[src/rtl/srw_pkg.sv]
package srw_pkg;

    typedef enum logic {
        ST_FUNC = 1'b0,
        ST_TEST = 1'b1
    } srw_state_e;

    function automatic int bit_total(input logic [63:0] m);
        int c;
        c = 0;
        for (int i = 0; i < 64; i++) c += int'(m[i]);
        return c;
    endfunction

    function automatic int bits_below(input logic [63:0] m, input int b);
        int c;
        c = 0;
        for (int i = 0; i < 64; i++) if (i < b && m[i]) c++;
        return c;
    endfunction

    function automatic int nth_member(input logic [63:0] m, input int n);
        int c;
        int r;
        c = 0;
        r = -1;
        for (int i = 0; i < 64; i++) begin
            if (m[i]) begin
                if (c == n) r = i;
                c++;
            end
        end
        return r;
    endfunction

    // source bit for output bit b when the fields are exchanged
    function automatic int partner_of(input logic [63:0] hi, input logic [63:0] lo, input int b);
        int r;
        if (hi[b])      r = nth_member(lo, bits_below(hi, b));
        else if (lo[b]) r = nth_member(hi, bits_below(lo, b));
        else            r = b;
        return r;
    endfunction

endpackage

[src/rtl/srw_field_swap.sv]
module srw_field_swap #(
    parameter int unsigned        W       = 15,
    parameter logic [W-1:0]       HI_MASK = '0,
    parameter logic [W-1:0]       LO_MASK = '0
) (
    input  logic [W-1:0] din,
    input  logic         sel,
    output logic [W-1:0] dout
);
    for (genvar b = 0; b < W; b++) begin : g_bit
        localparam int SRC = srw_pkg::partner_of(64'(HI_MASK), 64'(LO_MASK), b);
        if (SRC == b) begin : g_keep
            assign dout[b] = din[b];
        end else begin : g_mux
            assign dout[b] = sel ? din[SRC] : din[b];
        end
    end
endmodule

[src/rtl/srw_flag_store.sv]
module srw_flag_store #(
    parameter int unsigned NFLAGS = 16,
    parameter int unsigned FW     = 4
) (
    input  logic              clk,
    input  logic              rst_n,
    input  logic              clr,
    input  logic              set_en,
    input  logic [FW-1:0]     idx,
    output logic              cur_flag,
    output logic [NFLAGS-1:0] flags
);
    logic [NFLAGS-1:0] flags_q;

    always_ff @(posedge clk or negedge rst_n) begin
        if (!rst_n)      flags_q <= '0;
        else if (clr)    flags_q <= '0;
        else if (set_en) flags_q[idx] <= 1'b1;
    end

    assign cur_flag = flags_q[idx];
    assign flags    = flags_q;
endmodule

[src/rtl/srw_sram.sv]
module srw_sram #(
    parameter int unsigned ROWS = 64,
    parameter int unsigned W    = 15,
    localparam int unsigned AW  = (ROWS > 1) ? $clog2(ROWS) : 1
) (
    input  logic          clk,
    input  logic          rst_n,
    input  logic          en,
    input  logic          we,
    input  logic [AW-1:0] addr,
    input  logic [W-1:0]  wdata,
    output logic [W-1:0]  rdata
);
    logic [W-1:0] cells [ROWS];
    logic [W-1:0] rdata_q;

    always_ff @(posedge clk) begin
        if (en && we) cells[addr] <= wdata;
    end

    always_ff @(posedge clk or negedge rst_n) begin
        if (!rst_n)         rdata_q <= '0;
        else if (en && !we) rdata_q <= cells[addr];
    end

    assign rdata = rdata_q;

    // output only moves on a read
    p_read_hold_r10: assert property (@(posedge clk) disable iff (!rst_n)
        !(en && !we) |=> $stable(rdata));
endmodule

[src/rtl/soft_repair_wrap.sv]
module soft_repair_wrap #(
    parameter int unsigned          ROWS          = 64,
    parameter int unsigned          WIDTH         = 15,
    parameter int unsigned          ROWS_PER_FLAG = 4,
    parameter logic [WIDTH-1:0]     HI_MASK       = 15'b111_000_111_000_100,
    parameter logic [WIDTH-1:0]     LO_MASK       = 15'b000_111_000_111_010,
    localparam int unsigned         AW            = (ROWS > 1) ? $clog2(ROWS) : 1,
    localparam int unsigned         NFLAGS        = (ROWS + ROWS_PER_FLAG - 1) / ROWS_PER_FLAG,
    localparam int unsigned         FW            = (NFLAGS > 1) ? $clog2(NFLAGS) : 1
) (
    input  logic             clk,
    input  logic             rst_n,
    input  logic             test_mode,
    input  logic             repair_en,
    input  logic             err_strobe,
    input  logic [WIDTH-1:0] err_word,
    input  logic             mem_en,
    input  logic             mem_we,
    input  logic [AW-1:0]    mem_addr,
    input  logic [WIDTH-1:0] mem_wdata,
    output logic [WIDTH-1:0] mem_rdata
);
    import srw_pkg::*;

    initial begin
        assert (bit_total(64'(HI_MASK)) == bit_total(64'(LO_MASK)) && (HI_MASK & LO_MASK) == '0)
            else $error("field masks must be disjoint and of equal width");
    end

    srw_state_e state_q, state_d;

    always_ff @(posedge clk or negedge rst_n) begin
        if (!rst_n) state_q <= ST_FUNC;
        else        state_q <= state_d;
    end

    always_comb begin
        state_d = state_q;
        unique case (state_q)
            ST_FUNC: if (test_mode)  state_d = ST_TEST;
            ST_TEST: if (!test_mode) state_d = ST_FUNC;
            default: state_d = ST_FUNC;
        endcase
    end

    logic          hi_any, lo_any;
    logic          clr_flags, mark_row, swap_now, cur_flag;
    logic [AW-1:0] group_full;
    logic [FW-1:0] fidx;
    logic [NFLAGS-1:0] flag_vec;

    assign hi_any     = |(err_word & HI_MASK);
    assign lo_any     = |(err_word & LO_MASK);
    assign group_full = mem_addr / AW'(ROWS_PER_FLAG);
    assign fidx       = FW'(group_full);

    always_comb begin
        clr_flags = 1'b0;
        mark_row  = 1'b0;
        swap_now  = 1'b0;
        unique case (state_q)
            ST_FUNC: begin
                clr_flags = test_mode;
                swap_now  = repair_en && cur_flag;
            end
            ST_TEST: begin
                mark_row  = err_strobe && hi_any && !lo_any;
            end
            default: ;
        endcase
    end

    srw_flag_store #(.NFLAGS(NFLAGS), .FW(FW)) u_flags (
        .clk(clk), .rst_n(rst_n), .clr(clr_flags), .set_en(mark_row),
        .idx(fidx), .cur_flag(cur_flag), .flags(flag_vec)
    );

    logic [WIDTH-1:0] wdata_arr, rdata_arr;
    logic             rd_swap_q;

    always_ff @(posedge clk or negedge rst_n) begin
        if (!rst_n)                 rd_swap_q <= 1'b0;
        else if (mem_en && !mem_we) rd_swap_q <= swap_now;
    end

    srw_field_swap #(.W(WIDTH), .HI_MASK(HI_MASK), .LO_MASK(LO_MASK)) u_wr_swap (
        .din(mem_wdata), .sel(swap_now), .dout(wdata_arr)
    );

    srw_sram #(.ROWS(ROWS), .W(WIDTH)) u_mem (
        .clk(clk), .rst_n(rst_n), .en(mem_en), .we(mem_we), .addr(mem_addr),
        .wdata(wdata_arr), .rdata(rdata_arr)
    );

    srw_field_swap #(.W(WIDTH), .HI_MASK(HI_MASK), .LO_MASK(LO_MASK)) u_rd_swap (
        .din(rdata_arr), .sel(rd_swap_q), .dout(mem_rdata)
    );

    // entering test wipes the fault map
    p_clear_on_entry_r2: assert property (@(posedge clk) disable iff (!rst_n)
        (state_q == ST_FUNC && test_mode) |=> (flag_vec == '0));
    // functional mode never edits the map
    p_func_map_hold_r5: assert property (@(posedge clk) disable iff (!rst_n)
        (state_q == ST_FUNC && !test_mode) |=> $stable(flag_vec));
    // a failure in the low field never marks
    p_low_fault_no_mark_r4: assert property (@(posedge clk) disable iff (!rst_n)
        (state_q == ST_TEST && test_mode && err_strobe && lo_any) |=> $stable(flag_vec));
    // a high-only failure marks the addressed group
    p_high_fault_marks_r3: assert property (@(posedge clk) disable iff (!rst_n)
        (state_q == ST_TEST && test_mode && err_strobe && hi_any && !lo_any) |=> flag_vec[$past(fidx)]);
    // no exchange is applied while testing
    p_test_no_swap_r12: assert property (@(posedge clk) disable iff (!rst_n)
        (state_q == ST_TEST && mem_en && !mem_we) |=> !rd_swap_q);
endmodule

[config.mk]
export PLATFORM = sky130hd
export DESIGN_NAME = soft_repair_wrap
export DESIGN_NICKNAME = d
export VERILOG_FILES = /design/src/rtl/srw_pkg.sv /design/src/rtl/srw_field_swap.sv /design/src/rtl/srw_flag_store.sv /design/src/rtl/srw_sram.sv /design/src/rtl/soft_repair_wrap.sv
export SDC_FILE = /design/constraint.sdc
export NUM_CORES = 1
export LEC_CHECK = 0
export BUFFER_PORTS_ARGS = -buffer_cell sky130_fd_sc_hd__buf_2
export CAP_MARGIN = 20
export CORE_UTILIZATION = 25
export DETAILED_ROUTE_END_ITERATION = 12
export GPL_ROUTABILITY_DRIVEN = 0
export PLACE_DENSITY_LB_ADDON = 0.1
export SETUP_SLACK_MARGIN = 0.15
export SLEW_MARGIN = 20
export SYNTH_ARGS = -nofsm -noshare
export SYNTH_HDL_FRONTEND = slang
export SYNTH_SLANG_ARGS = --single-unit
[constraint.sdc]
create_clock -name clk -period 2.7 [get_ports clk]
set_input_delay 0.81 -clock clk [delete_from_list [all_inputs] [get_ports clk]]
set_output_delay 0.81 -clock clk [all_outputs]
set_load 0.01 [all_outputs]
======== Word-level counts from Yosys, hierarchy flattened ========
Memory sizes are Yosys's and may differ from the RTL's. A register that Yosys moved wholly into a read port is not among the register bits.
Index checks and enable logic that the tools add are counted.
Widths: inputs -> output; s select.
storage, ports and cells
  logic and storage cells ................. 59
  memories kept ........................... 1
  bits in writable memories ............... 960
  register bits after elaboration ......... 18
  output and inout bits ................... 15
  input bits .............................. 43
operators by class
  $lt $le $gt $ge ......................... 2
  multiplexer cells ....................... 40
  reductions and logical operators ........ 12
  bitwise logic cells ..................... 1
memories
  name         depth  bits a word  rd ports  clocked after memory_dff  wr ports  line            text
  u_mem.cells  64     15           1         1                         1         srw_sram.sv:14  logic [W-1:0] cells [ROWS];
operators with widths
  cell                count
  $mux 1              36
  $mux 16             2
  $or 16x16->16       1
  $reduce_or 7->1     2
  $logic_and 1x1->1   6
  $lt 4x5->1 const B  1
  $bmux 1 s4          1
  $demux 1 s4         1
  $ge 4x1->1 const B  1
  $logic_not 1->1     3
  $reduce_bool 2->1   1

======== Depth between registers and ports, before layout ========
  word-level depth ........................ 7
  depth in mapped cells ................... 10

======== By module ========
Synthesis repeated with hierarchy kept, for this count alone.
second synthesis, totals
  cell total of the unflattened synthesis .. 2154
  area total of the unflattened synthesis .. 38818.5 µm²
modules (own cells, without submodules)
  module            cells each  seq. area each (µm²)  area an instance (µm²)  instances
  srw_sram          2041        29203.0               37598.6                 1
  srw_flag_store    66          400.4                 739.5                   1
  srw_field_swap    16          0.0                   176.4                   2
  soft_repair_wrap  15          50.0                  127.6                   1

======== Worst setup path before layout ========
No wires, ideal clock.
  path kind ............................... input to register
  start ................................... in mem_addr[3]
  end ..................................... mem u_mem.cells[0][11], data pin
  required time ........................... 2.348 ns
  path buffers ............................ 3
  setup slack ............................. -0.754 ns
  stages on the path ...................... 7
  arrival ................................. 3.102 ns
  cells stage by stage .................... clkbuf_1 buf_4 mux4_2 mux4_2 nand3b_4 buf_6 mux2_1
on the way
  longest elaborated chain between the ends .. 5
RTL lines
  element                       line                    text
  from (decl)                   soft_repair_wrap.sv:19  input logic [AW-1:0] mem_addr,
  $bmux 1 s4                    srw_flag_store.sv:21    assign cur_flag = flags_q[idx];
  $mux 1 (not written as such)  srw_flag_store.sv:21
  $logic_and 1x1->1             soft_repair_wrap.sv:64  swap_now = repair_en && cur_flag;
  $mux 1                        soft_repair_wrap.sv:61  unique case (state_q)
  $mux 1                        srw_field_swap.sv:15    assign dout[b] = sel ? din[SRC] : din[b];
  named net u_mem.wdata[11]     srw_sram.sv:11          input logic [W-1:0] wdata,
  to (decl)                     srw_sram.sv:14
The timed path passes the listed nets, and every way through them passes these cells. The select of a mux whose other input is x is not followed.

======== Worst setup path after layout ========
  start ................................... reg u_flags.flags_q[2], in the netlist u_flags.flags[2]
  end ..................................... mem u_mem.cells[1][12], data pin
on the way
  longest elaborated chain between the ends .. 5
RTL lines
  element                            line                    text
  from (decl)                        srw_flag_store.sv:13    logic [NFLAGS-1:0] flags_q;
  from (signal assigned)             srw_flag_store.sv:16    if (!rst_n) flags_q <= '0;
  from (signal assigned)             srw_flag_store.sv:17    else if (clr) flags_q <= '0;
  from (signal, indexed assignment)  srw_flag_store.sv:18    else if (set_en) flags_q[idx] <= 1'b1;
  $bmux 1 s4                         srw_flag_store.sv:21
  $mux 1 (not written as such)       srw_flag_store.sv:21
  $logic_and 1x1->1                  soft_repair_wrap.sv:64
  $mux 1                             soft_repair_wrap.sv:61
  $mux 1                             srw_field_swap.sv:15
  named net u_mem.wdata[12]          srw_sram.sv:11
The timed path passes the listed nets, and every way through them passes these cells. The select of a mux whose other input is x is not followed.

==> results list <==
* Number of sinks on the clock net: between 900 and 1k
* Worst clock skew on the final layout: 0.0368 ns
- In this design, the stage delay of the slowest critical-path cell is approximately 0.52 ns.
- Remaining global-route overflow: 0
- Of the available clock period, the critical path in the final layout requires 1.01.
- OpenSTA, run right after detailed placement, puts the worst setup slack at -0.959 ns.
- The run finished, with violations left.
- RSZ-0062 raised after global routing: yes
* Area share of xor/xnor cells in the synthesized design: 0
* Setup TNS: -0.200 ns
- Buffers inserted during clock tree synthesis total between 100 and 150.
* First-pass GRT wire length: about 200 mm
- Measured against its own limit, the worst slew margin works out to 0.422.
- The checks that failed: setup timing.
- Power density over cell area: 685 mW/mm^2
- Worst setup margin: -0.0136 ns
- After detailed routing, the number of vias per cell comes to about 4.8.
- Count of final max-slew check failures: 0
- The initial utilization of the core area, before any placement, comes to 0.252.
* X dimension of the die: 396 um
* Hold buffer count at CTS: 0
- Initial antenna violation count: 12
* Most frequent cell on the critical path: buf_12
- The most used flip-flop cell after synthesis is edfxtp_1.
- Setup-violating endpoint count in the final report: 30
- Via count of the first global-routing pass: 23.9k
* Floorplan die height: around 400 um
* Final Instance Area: 0.0510 sq mm
- Met1 Wirelength: ~70 mm
* DPL Wire Length: a little over 100 mm
- Post-route minimum period: between 2 and 3 ns
- Worst setup path category: register to register
- Worst-margin pin slew: roughly 0.86 ns
* Cell area reported after detailed placement: between 0.04 and 0.05 sq mm
* Largest family of logic cells by synthesized area: multiplexers
* Post-synthesis share of cell area spent on and, or, nand and nor gates: 0.0323
- The tightest min-delay check is of the input pin to asynchronous set/reset pin type.
* Synthesized Nets: between 2k and 2.5k
* Placeable core area: approximately 0.15 sq mm
- Number of instances in the synthesized netlist: 2,119
- Routed wire length: 149 mm
- The synthesized netlist occupies a cell area of between 0.03 and 0.04 sq mm.
- Level count of the clock H-tree: 3
- Summed over all nets, wire length on met2 after detailed routing comes to about 70 mm.
- Yosys printed 0 warnings.
- Synthesis instantiated 67 different standard cells from the library.
* Die area: 0.157 sq mm
- Highest metal layer used by the detailed router: met4
* Sequential element share of the synthesized area: 0.762
- Entering global routing, the biggest net connects 65 pins.
- The worst setup path is launched from a register.
* Dpl cells: between 4k and 5k
* CTS root buffer: clkbuf_16
* Number of endpoints with negative hold slack in the final report: 0
- After detailed routing, the number of remaining DRC violations is 0.
- The longest clock path from root to sink contains 3 buffers.
- Once detail routing completed, the nets flagged for antenna violations numbered 0.
- The number of buffers and inverters on the critical path is 4.
- The area fraction in compound gates after synthesis came to 0.0788.
- Required time at the endpoint of the critical path: 3.14 ns
- Clock Latency Late Sink: roughly 0.76 ns
- Total iterations of the first detailed-routing run: 7
- Peak ir drop on the vdd network: 0.000495 V
* Non-filler cells in the finished layout: slightly below 5k
- After detailed routing, the average wire length per cell comes to roughly 31 um.
- CP top delay family: multiplexers
* Aggregate global-route resource usage: 0.189
* Max stage delay cell, worst path: mux4_2
* Number of nets in the layout: approximately 2.7k
* Port Buffers: 56
* Number of enable flip-flop cells after synthesis: 960
- The signal on the critical path passes through mux4_2, mux4_2, nand3b_4, buf_12, buf_6, buf_12, mux2_4, buf_12.
- The worst setup path is captured at a register.
- Static timing analysis puts the maximum clock frequency at 369 MHz.
- Averaged over all synthesized cells, the footprint is ~18 sq um.
- The first routing iteration left roughly 2.1k violations.
* Clock tree from TritonCTS: built
* Number of top-level pins: between 50 and 60
- Adder-Cell Fraction of Synth Area: 0
* Arrival @ worst endpoint: 3.15 ns
- Detailed routing inserted a total of 23.0k vias.
- Measured against the total synthesized area, the mux share comes to 0.106.
- Synth async-reset ratio: 0.0332
- In this run the worst path has a maximum fanout of 41.
* Post-synthesis register bit count: 993
- WL met3: around 5.8 mm
- Post-synthesis to final-layout area growth: 31.0%
- The initialized floorplan defines between 100 and 150 standard-cell rows.
- Leak pwr: around 0.017 uW
* Clock-pin slew reported for the worst setup and hold paths after clock tree synthesis: approximately 0.060 ns
- Fraction of final layout cells with drive strength greater than 1: 0.350
- Number of maximum-capacitance violations: 0
## Yosys cell counts, drive strengths merged (2+ instances only)
cell type  count  share of area
a222oi         6         0.0015
o22ai         42         0.0068
nor2         134          0.013
a41oi          2        0.00045
o21ai         43         0.0055
a31o           2        0.00045
a21o           3        0.00058
a32oi          4        0.00090
nand3         19         0.0024
and2           9         0.0014
o2111ai        5         0.0011
o2bb2ai        6         0.0014
o221ai         4        0.00090
a21oi         59         0.0076
and3           6        0.00096
or3            2        0.00032
o31ai          5        0.00096
nor2b         12         0.0019
nor3          10         0.0013
a2111oi        4        0.00090
a221oi        82          0.019
o211ai         4        0.00077
mux2          84          0.024
a211oi         7         0.0014
nand4          5        0.00080
or2            5        0.00080
buf           87          0.015
nand2         52         0.0051
mux2i        115          0.030
mux4          90          0.052
inv            3        0.00029
a31oi         17         0.0027
edfxtp       960           0.74
a22o          19         0.0043
clkbuf        55         0.0053
a311oi         2        0.00045
a22oi         60          0.012
nor3b          7         0.0014
nand2b         7         0.0011
o22a           8         0.0018
a221o         12         0.0031
o32a          13         0.0033
dfrtp         33          0.021
o21a           4        0.00077
## metrics by stage
step / utilization / hold slack (ns) / total power [uW]
after CTS: 0.331 / 0.000322 / 35300
after global routing: 0.331 / 0.0493 / 36000
after floorplan: - / 0.457 / 18400
after detailed placement: 0.305 / 0.487 / 20100
after global placement: 0.305 / 0.478 / 20100
final: 0.331 / 0.0409 / 34900
## cells by family (layout without fill, tap and decap cells)
kind of cell	count (synthesis)	in the layout
AOI/OAI and AO/OA	417	417
buffers and inverters	145	789
muxes	289	289
and+or+nand+nor	275	275
DFF	993	993
other	0	8
## placed cells by master, fill, tap and decap left out, drive strengths merged, types with 7 or more instances in the layout
master    instances
a22o             19
a221o            12
clkinvlp          8
mux2i           115
and2              9
o21ai            43
nand2            52
clkinv           54
nand2b            7
a221oi           82
o22ai            42
o32a             13
bufinv            9
clkbuf          137
edfxtp          960
a21oi            59
a211oi            7
nor3b             7
nor2b            12
nand3            19
nor3             10
nor2            134
mux4             90
o22a              8
buf             577
mux2             84
dfrtp            33
a31oi            17
diode             8
a22oi            60
## registers in the layout, indices dropped and copies added, names as in the netlist
register and flops:
rd_swap_q 1, u_flags.flags 16, u_mem.cells 960, u_mem.rdata 15, state_q 1
## power by group
| group | switching (uW) | internal, uW | total [uW] |
|---|---|---|---|
| logic | 1650 | 1140 | 2790 |
| registers | 102 | 17000 | 17100 |
| clock network | 6480 | 8570 | 15000 |
## routing by layer
metal,up-vias,global-route usage
li1,9877,-
met3,127,0.0239
met4,0,0.0442
met5,-,0
met1,12500,0.269
met2,505,0.305
## worst paths after layout
check                                      start                 end  slack (ns)  depth (start not counted)
worst max register to register  u_flags.flags[2]  u_mem.cells[1][12]       -0.01                          8
worst min register to register  u_flags.flags[3]    u_flags.flags[3]        0.50                          1
min in group clk                       test_mode             state_q        0.18                          1
worst min-delay path                       rst_n           rd_swap_q        0.04                          1
max in group asynchronous                  rst_n     u_mem.rdata[13]        2.12                          2
worst max-delay path            u_flags.flags[2]  u_mem.cells[1][12]       -0.01                          8
## what timing repair did
item	in CTS	in global routing
setup endpoints to repair	78	918
gates resized for setup	44	2
pin swaps	4	0
cloned	5	0
buffers inserted	8	0
## final cells by class
cell class | count | area, sq um
fillers | 14900 | 103000
flip-flops and latches | 993 | 29700
multi-input cells | 981 | 8790
repair buffers | 579 | 6320
clock buffers | 135 | 2910
well taps | 2044 | 2560
clock inverters | 72 | 721
diodes | 8 | 20.0
inverters | 3 | 11.3
(Power assumes the default switching activity.)
